--- src/rtl/fc_pkg.sv ---
package fc_pkg;
  typedef enum logic {SPEC_XON = 1'b0, SPEC_XOFF = 1'b1} spec_sel_e;
endpackage

--- src/rtl/fc_inband.sv ---
module fc_inband #(
  parameter int DATA_W = 8
) (
  input  logic              clk_i,
  input  logic              rst_ni,
  input  logic              en_i,
  input  logic [DATA_W-1:0] xon_i,
  input  logic [DATA_W-1:0] xoff_i,
  input  logic              rx_valid_i,
  input  logic [DATA_W-1:0] rx_data_i,
  output logic              halted_o,
  output logic              rx_push_o,
  output logic [DATA_W-1:0] rx_push_data_o
);
  logic hit_xon, hit_xoff, halted_q;

  assign hit_xon  = rx_valid_i && (rx_data_i == xon_i);
  assign hit_xoff = rx_valid_i && (rx_data_i == xoff_i);

  always_ff @(posedge clk_i or negedge rst_ni) begin
    if (!rst_ni)       halted_q <= 1'b0;
    else if (!en_i)    halted_q <= 1'b0;
    else if (hit_xoff) halted_q <= 1'b1;
    else if (hit_xon)  halted_q <= 1'b0;
  end

  assign halted_o       = halted_q;
  assign rx_push_o      = rx_valid_i && !(en_i && (hit_xon || hit_xoff));
  assign rx_push_data_o = rx_data_i;


  xoff_halt_chk: assert property (@(posedge clk_i) disable iff (!rst_ni)
    en_i && rx_valid_i && rx_data_i == xoff_i |=> halted_o);

  xon_resume_chk: assert property (@(posedge clk_i) disable iff (!rst_ni)
    en_i && rx_valid_i && rx_data_i == xon_i && rx_data_i != xoff_i |=> !halted_o);

  off_clear_chk: assert property (@(posedge clk_i) disable iff (!rst_ni)
    !en_i |=> !halted_o);
endmodule

--- src/rtl/fc_special.sv ---
module fc_special #(
  parameter int DATA_W = 8
) (
  input  logic              clk_i,
  input  logic              rst_ni,
  input  logic              cmd_xon_i,
  input  logic              cmd_xoff_i,
  input  logic              ack_i,
  input  logic [DATA_W-1:0] xon_i,
  input  logic [DATA_W-1:0] xoff_i,
  output logic              pend_o,
  output logic [DATA_W-1:0] code_o
);
  import fc_pkg::*;

  logic      pend_q;
  spec_sel_e sel_q;

  always_ff @(posedge clk_i or negedge rst_ni) begin
    if (!rst_ni) begin
      pend_q <= 1'b0;
      sel_q  <= SPEC_XON;
    end else if (cmd_xon_i || cmd_xoff_i) begin
      pend_q <= 1'b1;
      sel_q  <= cmd_xoff_i ? SPEC_XOFF : SPEC_XON;
    end else if (ack_i) begin
      pend_q <= 1'b0;
    end
  end

  assign pend_o = pend_q;
  assign code_o = (sel_q == SPEC_XOFF) ? xoff_i : xon_i;


  ack_clear_chk: assert property (@(posedge clk_i) disable iff (!rst_ni)
    ack_i && !cmd_xon_i && !cmd_xoff_i |=> !pend_o);

  xoff_wins_chk: assert property (@(posedge clk_i) disable iff (!rst_ni)
    cmd_xoff_i |=> pend_o && sel_q == SPEC_XOFF);
endmodule

--- src/rtl/fc_oob.sv ---
module fc_oob #(
  parameter int LVL_W       = 4,
  parameter int SYNC_STAGES = 2
) (
  input  logic             clk_i,
  input  logic             rst_ni,
  input  logic             en_i,
  input  logic             cts_i,
  input  logic [LVL_W-1:0] level_i,
  input  logic [LVL_W-1:0] thresh_i,
  input  logic             want_send_i,
  output logic             cts_ok_o,
  output logic             rts_o,
  output logic             dtr_o
);
  logic [SYNC_STAGES-1:0] sync_q;
  logic rts_q, dtr_q;

  generate
    if (SYNC_STAGES == 1) begin : g_sync1
      always_ff @(posedge clk_i or negedge rst_ni)
        if (!rst_ni) sync_q <= '0;
        else         sync_q <= cts_i;
    end else begin : g_syncn
      always_ff @(posedge clk_i or negedge rst_ni)
        if (!rst_ni) sync_q <= '0;
        else         sync_q <= {sync_q[SYNC_STAGES-2:0], cts_i};
    end
  endgenerate

  always_ff @(posedge clk_i or negedge rst_ni) begin
    if (!rst_ni) begin
      rts_q <= 1'b0;
      dtr_q <= 1'b1;
    end else begin
      rts_q <= en_i && want_send_i;
      dtr_q <= !(en_i && (level_i >= thresh_i));
    end
  end

  assign cts_ok_o = !en_i || sync_q[SYNC_STAGES-1];
  assign rts_o    = rts_q;
  assign dtr_o    = dtr_q;


  dtr_drop_chk: assert property (@(posedge clk_i) disable iff (!rst_ni)
    en_i && level_i >= thresh_i |=> !dtr_o);

  dtr_raise_chk: assert property (@(posedge clk_i) disable iff (!rst_ni)
    (!en_i || level_i < thresh_i) |=> dtr_o);

  rts_off_chk: assert property (@(posedge clk_i) disable iff (!rst_ni)
    !en_i |=> !rts_o);
endmodule

--- src/rtl/flow_ctl_unit.sv ---
module flow_ctl_unit #(
  parameter int DATA_W      = 8,
  parameter int LVL_W       = 4,
  parameter int SYNC_STAGES = 2
) (
  input  logic              clk_i,
  input  logic              rst_ni,
  input  logic              inband_en_i,
  input  logic              oob_en_i,
  input  logic [DATA_W-1:0] xon_code_i,
  input  logic [DATA_W-1:0] xoff_code_i,
  input  logic              rx_valid_i,
  input  logic [DATA_W-1:0] rx_data_i,
  output logic              rx_push_o,
  output logic [DATA_W-1:0] rx_push_data_o,
  input  logic [LVL_W-1:0]  fifo_level_i,
  input  logic [LVL_W-1:0]  dtr_thresh_i,
  input  logic              cts_i,
  input  logic              cmd_xon_i,
  input  logic              cmd_xoff_i,
  input  logic              tx_pending_i,
  input  logic              tx_busy_i,
  output logic              tx_en_o,
  output logic              spec_req_o,
  output logic [DATA_W-1:0] spec_code_o,
  input  logic              spec_ack_i,
  output logic              rts_o,
  output logic              dtr_o
);
  logic halted, spec_pend, cts_ok, want_send;

  fc_inband #(.DATA_W(DATA_W)) u_inband (
    .clk_i, .rst_ni,
    .en_i(inband_en_i), .xon_i(xon_code_i), .xoff_i(xoff_code_i),
    .rx_valid_i, .rx_data_i,
    .halted_o(halted), .rx_push_o, .rx_push_data_o
  );

  fc_special #(.DATA_W(DATA_W)) u_special (
    .clk_i, .rst_ni,
    .cmd_xon_i, .cmd_xoff_i, .ack_i(spec_ack_i),
    .xon_i(xon_code_i), .xoff_i(xoff_code_i),
    .pend_o(spec_pend), .code_o(spec_code_o)
  );

  assign want_send = tx_pending_i || spec_pend || tx_busy_i;

  fc_oob #(.LVL_W(LVL_W), .SYNC_STAGES(SYNC_STAGES)) u_oob (
    .clk_i, .rst_ni,
    .en_i(oob_en_i), .cts_i, .level_i(fifo_level_i), .thresh_i(dtr_thresh_i),
    .want_send_i(want_send),
    .cts_ok_o(cts_ok), .rts_o, .dtr_o
  );

  // start decisions only at a character boundary
  assign spec_req_o = spec_pend && !tx_busy_i && cts_ok;
  assign tx_en_o    = tx_pending_i && !tx_busy_i && cts_ok && !spec_pend && !halted;


  busy_hold_chk: assert property (@(posedge clk_i) disable iff (!rst_ni)
    tx_busy_i |-> !tx_en_o && !spec_req_o);

  spec_first_chk: assert property (@(posedge clk_i) disable iff (!rst_ni)
    spec_pend |-> !tx_en_o);

  halt_gate_chk: assert property (@(posedge clk_i) disable iff (!rst_ni)
    halted |-> !tx_en_o);

  cts_gate_chk: assert property (@(posedge clk_i) disable iff (!rst_ni)
    oob_en_i && !cts_ok |-> !tx_en_o && !spec_req_o);
endmodule

--- config.mk ---
export PLATFORM = sky130hd
export DESIGN_NAME = flow_ctl_unit
export DESIGN_NICKNAME = d
export VERILOG_FILES = /design/src/rtl/fc_pkg.sv /design/src/rtl/fc_inband.sv /design/src/rtl/fc_special.sv /design/src/rtl/fc_oob.sv /design/src/rtl/flow_ctl_unit.sv
export SDC_FILE = /design/constraint.sdc
export NUM_CORES = 1
export LEC_CHECK = 0
export ABC_CLOCK_PERIOD_IN_PS = 1700
export CAP_MARGIN = 15
export CORE_UTILIZATION = 33
export CTS_CLUSTER_SIZE = 30
export DETAILED_ROUTE_END_ITERATION = 6
export PLACE_DENSITY = 0.94
export SYNTH_ARGS = -nofsm -noshare
export SYNTH_HDL_FRONTEND = slang
export SYNTH_SLANG_ARGS = --single-unit
--- constraint.sdc ---
create_clock -name clk_i -period 1.7 [get_ports clk_i]
set_clock_uncertainty 0.05 [all_clocks]
set_input_delay 0.34 -clock clk_i [delete_from_list [all_inputs] [get_ports clk_i]]
set_output_delay 0.34 -clock clk_i [all_outputs]
set_load 0.03 [all_outputs]
Yosys cells after proc, flatten, opt, wreduce, memory -nomap -nowiden
Index checks and enable logic that the tools add are counted.
{ "totals": {"ram_bits": 0, "latchBits": 0, "input_bits": 43, "regBits": 7, "rom_bits": 0, "out_inout_bits": 21, "n_memories": 0, "wordCells": 41} }
{ "op_classes": {"n_mul": 0, "bitwise_logic": 0, "reduce_logical": 24, "addsub": 0, "n_eq_ne": 3, "n_mux": 7, "magnitude_cmp": 1, "div_mod_pow": 0, "shift": 0} }
{ "op_table": {"columns": ["op", "count"], "rows": [
  ["$eq A8 B8 Y1", 2],
  ["$logic_and A1 B1 Y1", 12],
  ["$mux W8", 1],
  ["$logic_not A1 Y1", 6],
  ["$mux W1", 6],
  ["$logic_or A1 B1 Y1", 5],
  ["$ge A4 B4 Y1", 1],
  ["$ne A3 B1 Y1 const B", 1],
  ["$reduce_bool A2 Y1", 1]
]} }

Depth between registers and ports, before layout
Gate-level depths: netlist (run 1).
{ "logic_depth": {"ltp_word": 6, "mapped_depth": 7, "depth_no_buf": 7} }

Hierarchy
A second synthesis (run 1) with hierarchy kept.
{ "hier_totals": {"hier_cells": 75, "area_unflattened_um2": 738.2} }
{ "modules_own_cells": {"columns": ["mod", "seq_area_each_um2", "cells_per_inst", "area_per_inst_um2", "n_inst"], "rows": [
  ["fc_inband", 25.0, 36, 292.8, 1],
  ["fc_oob", 101.3, 19, 212.7, 1],
  ["fc_special", 50.0, 16, 206.4, 1],
  ["flow_ctl_unit", 0.0, 4, 26.3, 1]
]} }

Least setup slack after synthesis (run 1)
OpenSTA, ideal clock, no wires.
{ "synth_path": {"kind": "input to output", "start": "in rx_data_i[1]", "end": "out rx_push_o", "required_time_ns": 1.310, "path_stages": 5, "slack_ns": 0.221, "path_buffers": 0, "arrival_time_ns": 1.089, "path_cell_list": "xnor2_1 -> nand4_1 -> nor4_2 -> and3_4 -> a21oi_2"} }
{ "synth_between": {"elab_chain_len": 6, "word_cells_on_any_way": 8, "classes_between": "eq/ne: 2; reduce/logical: 6"} }
{ "synth_lines": {"columns": ["item", "line", "source"], "rows": [
  ["start: declaration", "flow_ctl_unit.sv:13", "input logic [DATA_W-1:0] rx_data_i,"],
  ["$eq A8 B8 Y1, on equally long branches", "fc_inband.sv:17, fc_inband.sv:18", null],
  ["$logic_and A1 B1 Y1, on equally long branches", "fc_inband.sv:17, fc_inband.sv:18", null],
  ["$logic_or A1 B1 Y1 (*)", "fc_inband.sv:28", "assign rx_push_o = rx_valid_i && !(en_i && (hit_xon || hit_xoff));"],
  ["$logic_and A1 B1 Y1 (*)", "fc_inband.sv:28", null],
  ["$logic_not A1 Y1 (*)", "fc_inband.sv:28", null],
  ["$logic_and A1 B1 Y1 (*)", "fc_inband.sv:28", null],
  ["end: declaration", "flow_ctl_unit.sv:14", "output logic rx_push_o,"]
]} }
Every way passes the cells marked *; elsewhere a longest branch is shown, timed or not.

Worst setup path after layout (run 1)
{ "layout_path": {"start": "in xoff_code_i[0]", "end": "out rx_push_o"} }
{ "layout_between": {"elab_chain_len": 6} }
{ "layout_lines": {"columns": ["item", "line", "source"], "rows": [
  ["start: declaration", "flow_ctl_unit.sv:11", "input logic [DATA_W-1:0] xoff_code_i,"],
  ["$eq A8 B8 Y1", "fc_inband.sv:18", "assign hit_xoff = rx_valid_i && (rx_data_i == xoff_i);"],
  ["$logic_and A1 B1 Y1", "fc_inband.sv:18", null],
  ["$logic_or A1 B1 Y1", "fc_inband.sv:28", null],
  ["$logic_and A1 B1 Y1", "fc_inband.sv:28", null],
  ["$logic_not A1 Y1", "fc_inband.sv:28", null],
  ["$logic_and A1 B1 Y1", "fc_inband.sv:28", null]
]} }
Every way passes these cells.

==> results.py, run 1 <==
metrics = {
    "sta": {
        "hold_ws_ns": 0.2964,
        "rsz0062_at_grt": "yes",
        "drv_slew": 0,
        "timing.setup.tns_ns": -0.07254,
        "finalWorstSetupSlack_ns": -0.04946,
        "period_share_pct": 102.9,
        "report.final.hold_viol_count": 0,
        "fmax_mhz": 571.6,
        "slew_headroom_pct": 77.68,
        "setup_violations": 2,
        "worst_pin_slew_ns": 0.3337,
        "timing.final.crit_period_ns": 1.749,
    },
    "synthesis": {
        "seq_area_frac_synth_pct": 24.91,
        "syn_inst": 75,
        "synth_warnings": 0,
        "yosysUniqueCellTypes": 26,
        "synth_nets": 122,
        "synth.largest_area_cell": "dfrtp_1",
        "synth-seq-cells": 7,
        "avgSynthCellArea_sq_um": 9.442,
        "synthDominantCellAreaShare_pct": 21.20,
        "netlist_area_sq_um": 708.2,
        "synthTopCellsByArea": "dfrtp_1 (21%), mux2_2 (13%), xor2_1 (12%)",
    },
    "die": {
        "io_pins": 64,
        "core_sq_um": 1982,
        "dieArea_sq_um": 2335,
        "die_h_um": 48.33,
        "die_x_um": 48.33,
        "num_rows": 16,
        "start_util_pct": 35.73,
    },
    "detailed_routing": {
        "drc": 0,
        "wirelength_mm": 2.571,
        "vias": 795,
        "post_drt_wl_per_cell_um": 14.95,
        "viasPerCell": 4.622,
        "drt_first_pass_iters": 2,
        "first_iter_violations": 4,
        "antenna_left": 0,
    },
    "power": {
        "p_clk_share_pct": 22.4,
        "p_sw_uw": 242.5,
        "vdd_ir_drop_max_uv": 379.3,
        "intPower_uw": 453.3,
        "swShare_pct": 34.85,
        "pwr-share-seq_pct": 25.9,
        "p_comb_share_pct": 51.7,
        "cellPowerDensity_nw_per_um2": 491.7,
        "p_leak_nw": 0.7154,
        "power.total_uw": 695.8,
    },
    "final_layout": {
        "utilization_pct": 71.40,
        "design_area_sq_um": 1415,
        "n_fill_cell": 144,
        "diodes": 0,
        "post_route_cells_drive_above_1_share_pct": 51.72,
        "fin_nets": 193,
        "stdcell_count": 172,
        "areaGrowthSynthToFinish_pct": 99.82,
    },
    "min_path": {
        "hp-class": "in -> async",
    },
    "setup_path": {
        "r2r_cells": 1,
        "reg2reg_from": "u_special.pend_o",
        "r2r_end": "u_oob.rts_o",
        "rrSetupSlack_ns": 0.81,
        "worstSetupStartpointType": "input pin",
        "worstPathMaxFanout": 2,
        "required_ns": 1.31,
        "worstPathArrival_ns": 1.36,
        "worstSetupPathType": "in -> out",
        "endpoint_kind": "output port",
    },
    "grt": {
        "grt_antenna_before_repair": 0,
        "grt_max_degree": 10,
        "grt.overflow.total": 0,
        "grt_pass1_vias": 807,
        "track_usage_pct": 21.47,
        "grt_pass1_wl_mm": 3.808,
    },
    "clock_tree": {
        "worstSkewPairLatency_ns": 0.26,
        "h-tree-depth": 1,
        "cts_tree": "yes",
        "path_clk_slew_ns": 0.05,
        "root_buffer": "clkbuf_4",
        "cts_buffers": 3,
        "tritoncts_num_sinks": 7,
        "cts_buffer_depth": 2,
        "hold_buffers": 0,
    },
    "placement": {
        "gp_congestion": 0.8284,
        "dp_slack_ns": -0.8903,
        "postPlaceCellArea_sq_um": 1292,
        "post-dp-hpwl_mm": 1.894,
        "dp.cells": 160,
        "portBuffers": 63,
    },
    "status": {
        "violations": "setup timing",
        "status": "finished with violations",
    },
    "run": {
        "cap_violations": 0,
    },
}
cells in the final DEF (no fill, tap or decap), types with 4 or more instances in the layout:
master,netlist,layout
dfrtp_1,6,5
clkdlybuf4s50_1,0,17
clkbuf_2,0,9
mux2_2,8,8
xor2_1,10,9
buf_6,0,7
ha_1,4,4
inv_1,7,7
buf_4,8,29
clkdlybuf4s15_1,0,4
state kept, by name, summed over array words and instances, names as in the netlist:
| name | flops |
|---|---|
| u_special.pend_o | 1 |
| u_special.sel_q | 1 |
| u_oob.sync_q | 2 |
| u_inband.halted_o | 1 |
| u_oob.rts_o | 1 |
| u_oob.dtr_o | 1 |
worst max path at each step:
stage	from	end	slack (ns)	cells past startpoint
floorplan	rx_data_i[1]	rx_push_o	0.22	5
global placement	rx_data_i[5]	rx_push_o	-0.83	7
detailed placement	rx_data_i[5]	rx_push_o	-0.89	7
CTS	rx_data_i[1]	rx_push_o	-0.11	7
global route	rx_data_i[2]	rx_push_o	-0.11	7
finish	xoff_code_i[0]	rx_push_o	-0.05	7
layer usage:
metal  part of all wire (%)  vias to the layer above  track usage (%)
met2                     59                       25            40.14
met4                    3.0                        0            7.843
li1                       -                      382                -
met3                    3.7                       11            5.975
met1                     35                      377            22.75
met5                      0                        -                0
area by class of cell:
cell class	instances	area, sq um	share of cell area (%)
multi-input cells	52	504.2	35.63
well taps	27	33.78	2.387
inverters	7	26.28	1.857
repair buffers	75	646.9	45.71
clock buffers	4	26.28	1.857
flip-flops and latches	7	177.7	12.56
worst max-delay path: stages:
cell	delay (ns)
dlygate4sd2_1	0.25
xnor2_1	0.12
and3_1	0.18
nand3_1	0.10
nand2_1	0.09
a21oi_2	0.13
buf_6	0.15
cell families (layout without fill, tap and decap cells):
kind of cell               Yosys count  after routing  synth area share, %
and+or+nand+nor                     15             15                13.96
buffers and inverters               16             86                12.90
muxes                                8              8                12.72
AOI/OAI and AO/OA                    9              9                8.657
xor gates and xnor gates            16             16                19.79
adders and majority gates            4              4                7.067
DFF                                  7              7                24.91
cell usage after synthesis, drive strengths merged:
library cell	instances
nand2b	1
a21oi	3
xnor2	6
a21o	2
nor2b	1
nor2	2
mux2	8
nand4	1
nand2	2
and2	1
and3	3
nor4	2
nor3	1
dfstp	1
ha	4
o21ai	3
dfrtp	6
xor2	10
nand3	1
inv	7
o31a	1
buf	9
power by group through the flow:
stage | sequential [mW] | combinational, mW | clock (mW)
after floorplan | 0.189 | 0.160 | 0
after global placement | 0.187 | 0.328 | 0
after detailed placement | 0.188 | 0.336 | 0
after CTS | 0.185 | 0.333 | 0.157
after global routing | 0.181 | 0.380 | 0.172
final | 0.180 | 0.360 | 0.156
repair_timing:
item	in CTS	in global routing
pin swaps	15	18
buffers inserted	6	2
gates resized for setup	74	38
endpoints found under the setup margin	10	12
No activity file was read; power rests on OpenSTA's default activity.
==> run 2: changes to the inputs <==
--- a/config.mk
+++ b/config.mk
@@ -8,7 +8,8 @@
 export ABC_CLOCK_PERIOD_IN_PS = 1700
 export CAP_MARGIN = 15
 export CORE_UTILIZATION = 33
-export CTS_CLUSTER_SIZE = 30
+export CTS_CLUSTER_DIAMETER = 40
+export CTS_CLUSTER_SIZE = 10
 export DETAILED_ROUTE_END_ITERATION = 6
 export PLACE_DENSITY = 0.94
 export SYNTH_ARGS = -nofsm -noshare
==> results of run 2 <==
Same layout as run 1: the final DEF is identical, and so are final timing and power.
==> run 3: changes to the inputs <==
--- a/config.mk
+++ b/config.mk
@@ -15,3 +15,4 @@
 export SYNTH_ARGS = -nofsm -noshare
 export SYNTH_HDL_FRONTEND = slang
 export SYNTH_SLANG_ARGS = --single-unit
+export TNS_END_PERCENT = 50
==> run 3 against run 2 <==
Compared with the run above:
- the flow still finishes with violations (setup timing)
- fmax rose by 0.11%
- sequential share of layout area grew 0.11 points
- sequential power is 3% higher
- critical endpoint unchanged
- worst hold slack improved by 0.0068 ns
- flip-flop and latch count stayed put
- via count decreased by 1.1%
- critical path depth unchanged
- design area decreased by 0.88%
- clock-buffer cell count stayed put
- cell count down 1.2%
- routed wire length down 2.3%
==> results.py, run 3 (synthesized netlist as in run 1, its figures left out) <==
metrics = {
    "detailed_routing": {
        "antenna_left": 0,
        "first_iter_violations": 6,
        "post_drt_wl_per_cell_um": 14.78,
        "wl_met1_um": 877,
        "viasPerCell": 4.624,
        "drt_first_pass_iters": 4,
        "wl_met2_mm": 1.455,
        "wirelength_mm": 2.512,
        "wl_met3_um": 99,
        "top_layer_used": "met4",
        "vias": 786,
        "drc": 0,
    },
    "final_layout": {
        "largest_reg_flops": 2,
        "design_area_sq_um": 1403,
        "utilization_pct": 70.77,
        "mostFrequentLayoutCell": "buf_4",
        "diodes": 0,
        "post_route_cells_drive_above_1_share_pct": 51.05,
        "fin_nets": 191,
        "top_register": "u_oob.sync_q",
        "layout_common_cells": "buf_4 (28), clkdlybuf4s50_1 (17), xor2_1 (9), clkbuf_2 (9), mux2_2 (8)",
        "areaGrowthSynthToFinish_pct": 98.06,
    },
    "sta": {
        "worst_pin_slew_ns": 0.3428,
        "finalWorstSetupSlack_ns": -0.04748,
        "timing.final.crit_period_ns": 1.747,
        "timing.setup.tns_ns": -0.07978,
        "setup_violations": 4,
        "report.final.hold_viol_count": 0,
        "hold_ws_ns": 0.3032,
        "period_share_pct": 102.8,
        "slew_headroom_pct": 77.08,
        "rsz0062_at_grt": "yes",
        "drv_slew": 0,
        "fmax_mhz": 572.3,
    },
    "power": {
        "cellPowerDensity_nw_per_um2": 490.4,
        "vdd_ir_drop_max_uv": 477.6,
        "p_leak_nw": 0.7075,
    },
    "setup_path": {
        "path_cells": "dlygate4sd2_1 -> xnor2_1 -> and3_1 -> nand3_1 -> nand2_1 -> a21oi_2 -> buf_6",
        "cp_slowest_cell": "dlygate4sd2_1",
        "endpoint_kind": "output port",
        "critPathBufInv": 2,
        "required_ns": 1.31,
        "worstSetupPathType": "in -> out",
        "crit_family": "buffers and inverters",
        "max_stage_delay_ns": 0.25,
        "worstPathMaxFanout": 2,
        "worstSetupStartpointType": "input pin",
        "worstPathArrival_ns": 1.36,
    },
    "clock_tree": {
        "worstSkewPairLatency_ns": 0.25,
        "cts_buffer_depth": 2,
        "hold_buffers": 0,
        "tritoncts_num_sinks": 7,
        "cts_buffers": 3,
        "root_buffer": "clkbuf_4",
        "path_clk_slew_ns": 0.05,
        "h-tree-depth": 1,
        "cts_tree": "yes",
    },
    "die": {
        "die_h_um": 48.33,
        "die_x_um": 48.33,
        "dieArea_sq_um": 2335,
        "io_pins": 64,
        "start_util_pct": 35.73,
        "core_sq_um": 1982,
        "num_rows": 16,
    },
    "placement": {
        "post-dp-hpwl_mm": 1.894,
        "portBuffers": 63,
        "gp_congestion": 0.8284,
        "dp_slack_ns": -0.8903,
        "postPlaceCellArea_sq_um": 1292,
    },
    "status": {
        "status": "finished with violations",
        "violations": "setup timing",
    },
    "grt": {
        "grt_max_degree": 10,
        "grt_pass1_wl_mm": 3.808,
        "grt_pass1_vias": 807,
        "grt.overflow.total": 0,
        "grt_antenna_before_repair": 0,
        "track_usage_pct": 21.47,
    },
    "min_path": {
        "hp-class": "in -> async",
    },
    "run": {
        "cap_violations": 0,
    },
}
-- run 3: cell types whose count changed in the layout (fill, tap and decap cells not counted), sizes merged --
cell and delta:
buf -2
-- run 3: path summary, 6_finish.rpt --
check / start / endpoint / slack [ns] / cells after the start
hold reg to reg: u_oob.sync_q[0] / u_oob.sync_q[1] / 0.30 / 0
setup reg to reg: u_special.pend_o / u_oob.rts_o / 0.81 / 1
setup / recovery: xoff_code_i[0] / rx_push_o / -0.05 / 7
hold / removal: rst_ni / u_special.pend_o / 0.30 / 1
min in group clk_i: u_oob.sync_q[0] / u_oob.sync_q[1] / 0.30 / 0
max in group asynchronous: rst_ni / u_oob.dtr_o / 1.00 / 1
-- run 3: cell type report --
| cell class | count | area [sq um] |
|---|---|---|
| inverters | 7 | 26.28 |
| clock buffers | 4 | 26.28 |
| multi-input cells | 52 | 504.2 |
| fillers | 147 | 579.3 |
| flip-flops and latches | 7 | 177.7 |
| repair buffers | 73 | 634.4 |
| well taps | 27 | 33.78 |
-- run 3: repair_timing --
| item | in CTS | in global routing |
|---|---|---|
| gates resized for setup | 74 | 37 |
| pin swaps | 15 | 18 |
| setup endpoints to repair | 10 | 12 |
| hold endpoints to repair | 0 | 0 |
| setup buffers | 6 | 0 |
-- run 3: metal layers --
metal  up-vias  global-route usage, %
met5         -                      0
met4         0                  7.843
met3         8                  5.975
met2        27                  40.14
met1       373                  22.75
li1        378                      -
-- run 3: report_power, final --
part / leakage [nW] / switching (mW) / internal (mW)
clock: 0.0150 / 0.0634 / 0.0897
combinational: 0.613 / 0.166 / 0.183
sequential: 0.0792 / 0.00873 / 0.177
total: 0.707 / 0.238 / 0.450
-- run 3: stage by stage --
step	std cells	power (mW)
6_report	170	0.6878
5_1_grt	170	0.7254
4_1_cts	170	0.6752
3_5_place_dp	160	0.5235
3_3_place_gp	160	0.5148
2_1_floorplan	75	0.3491
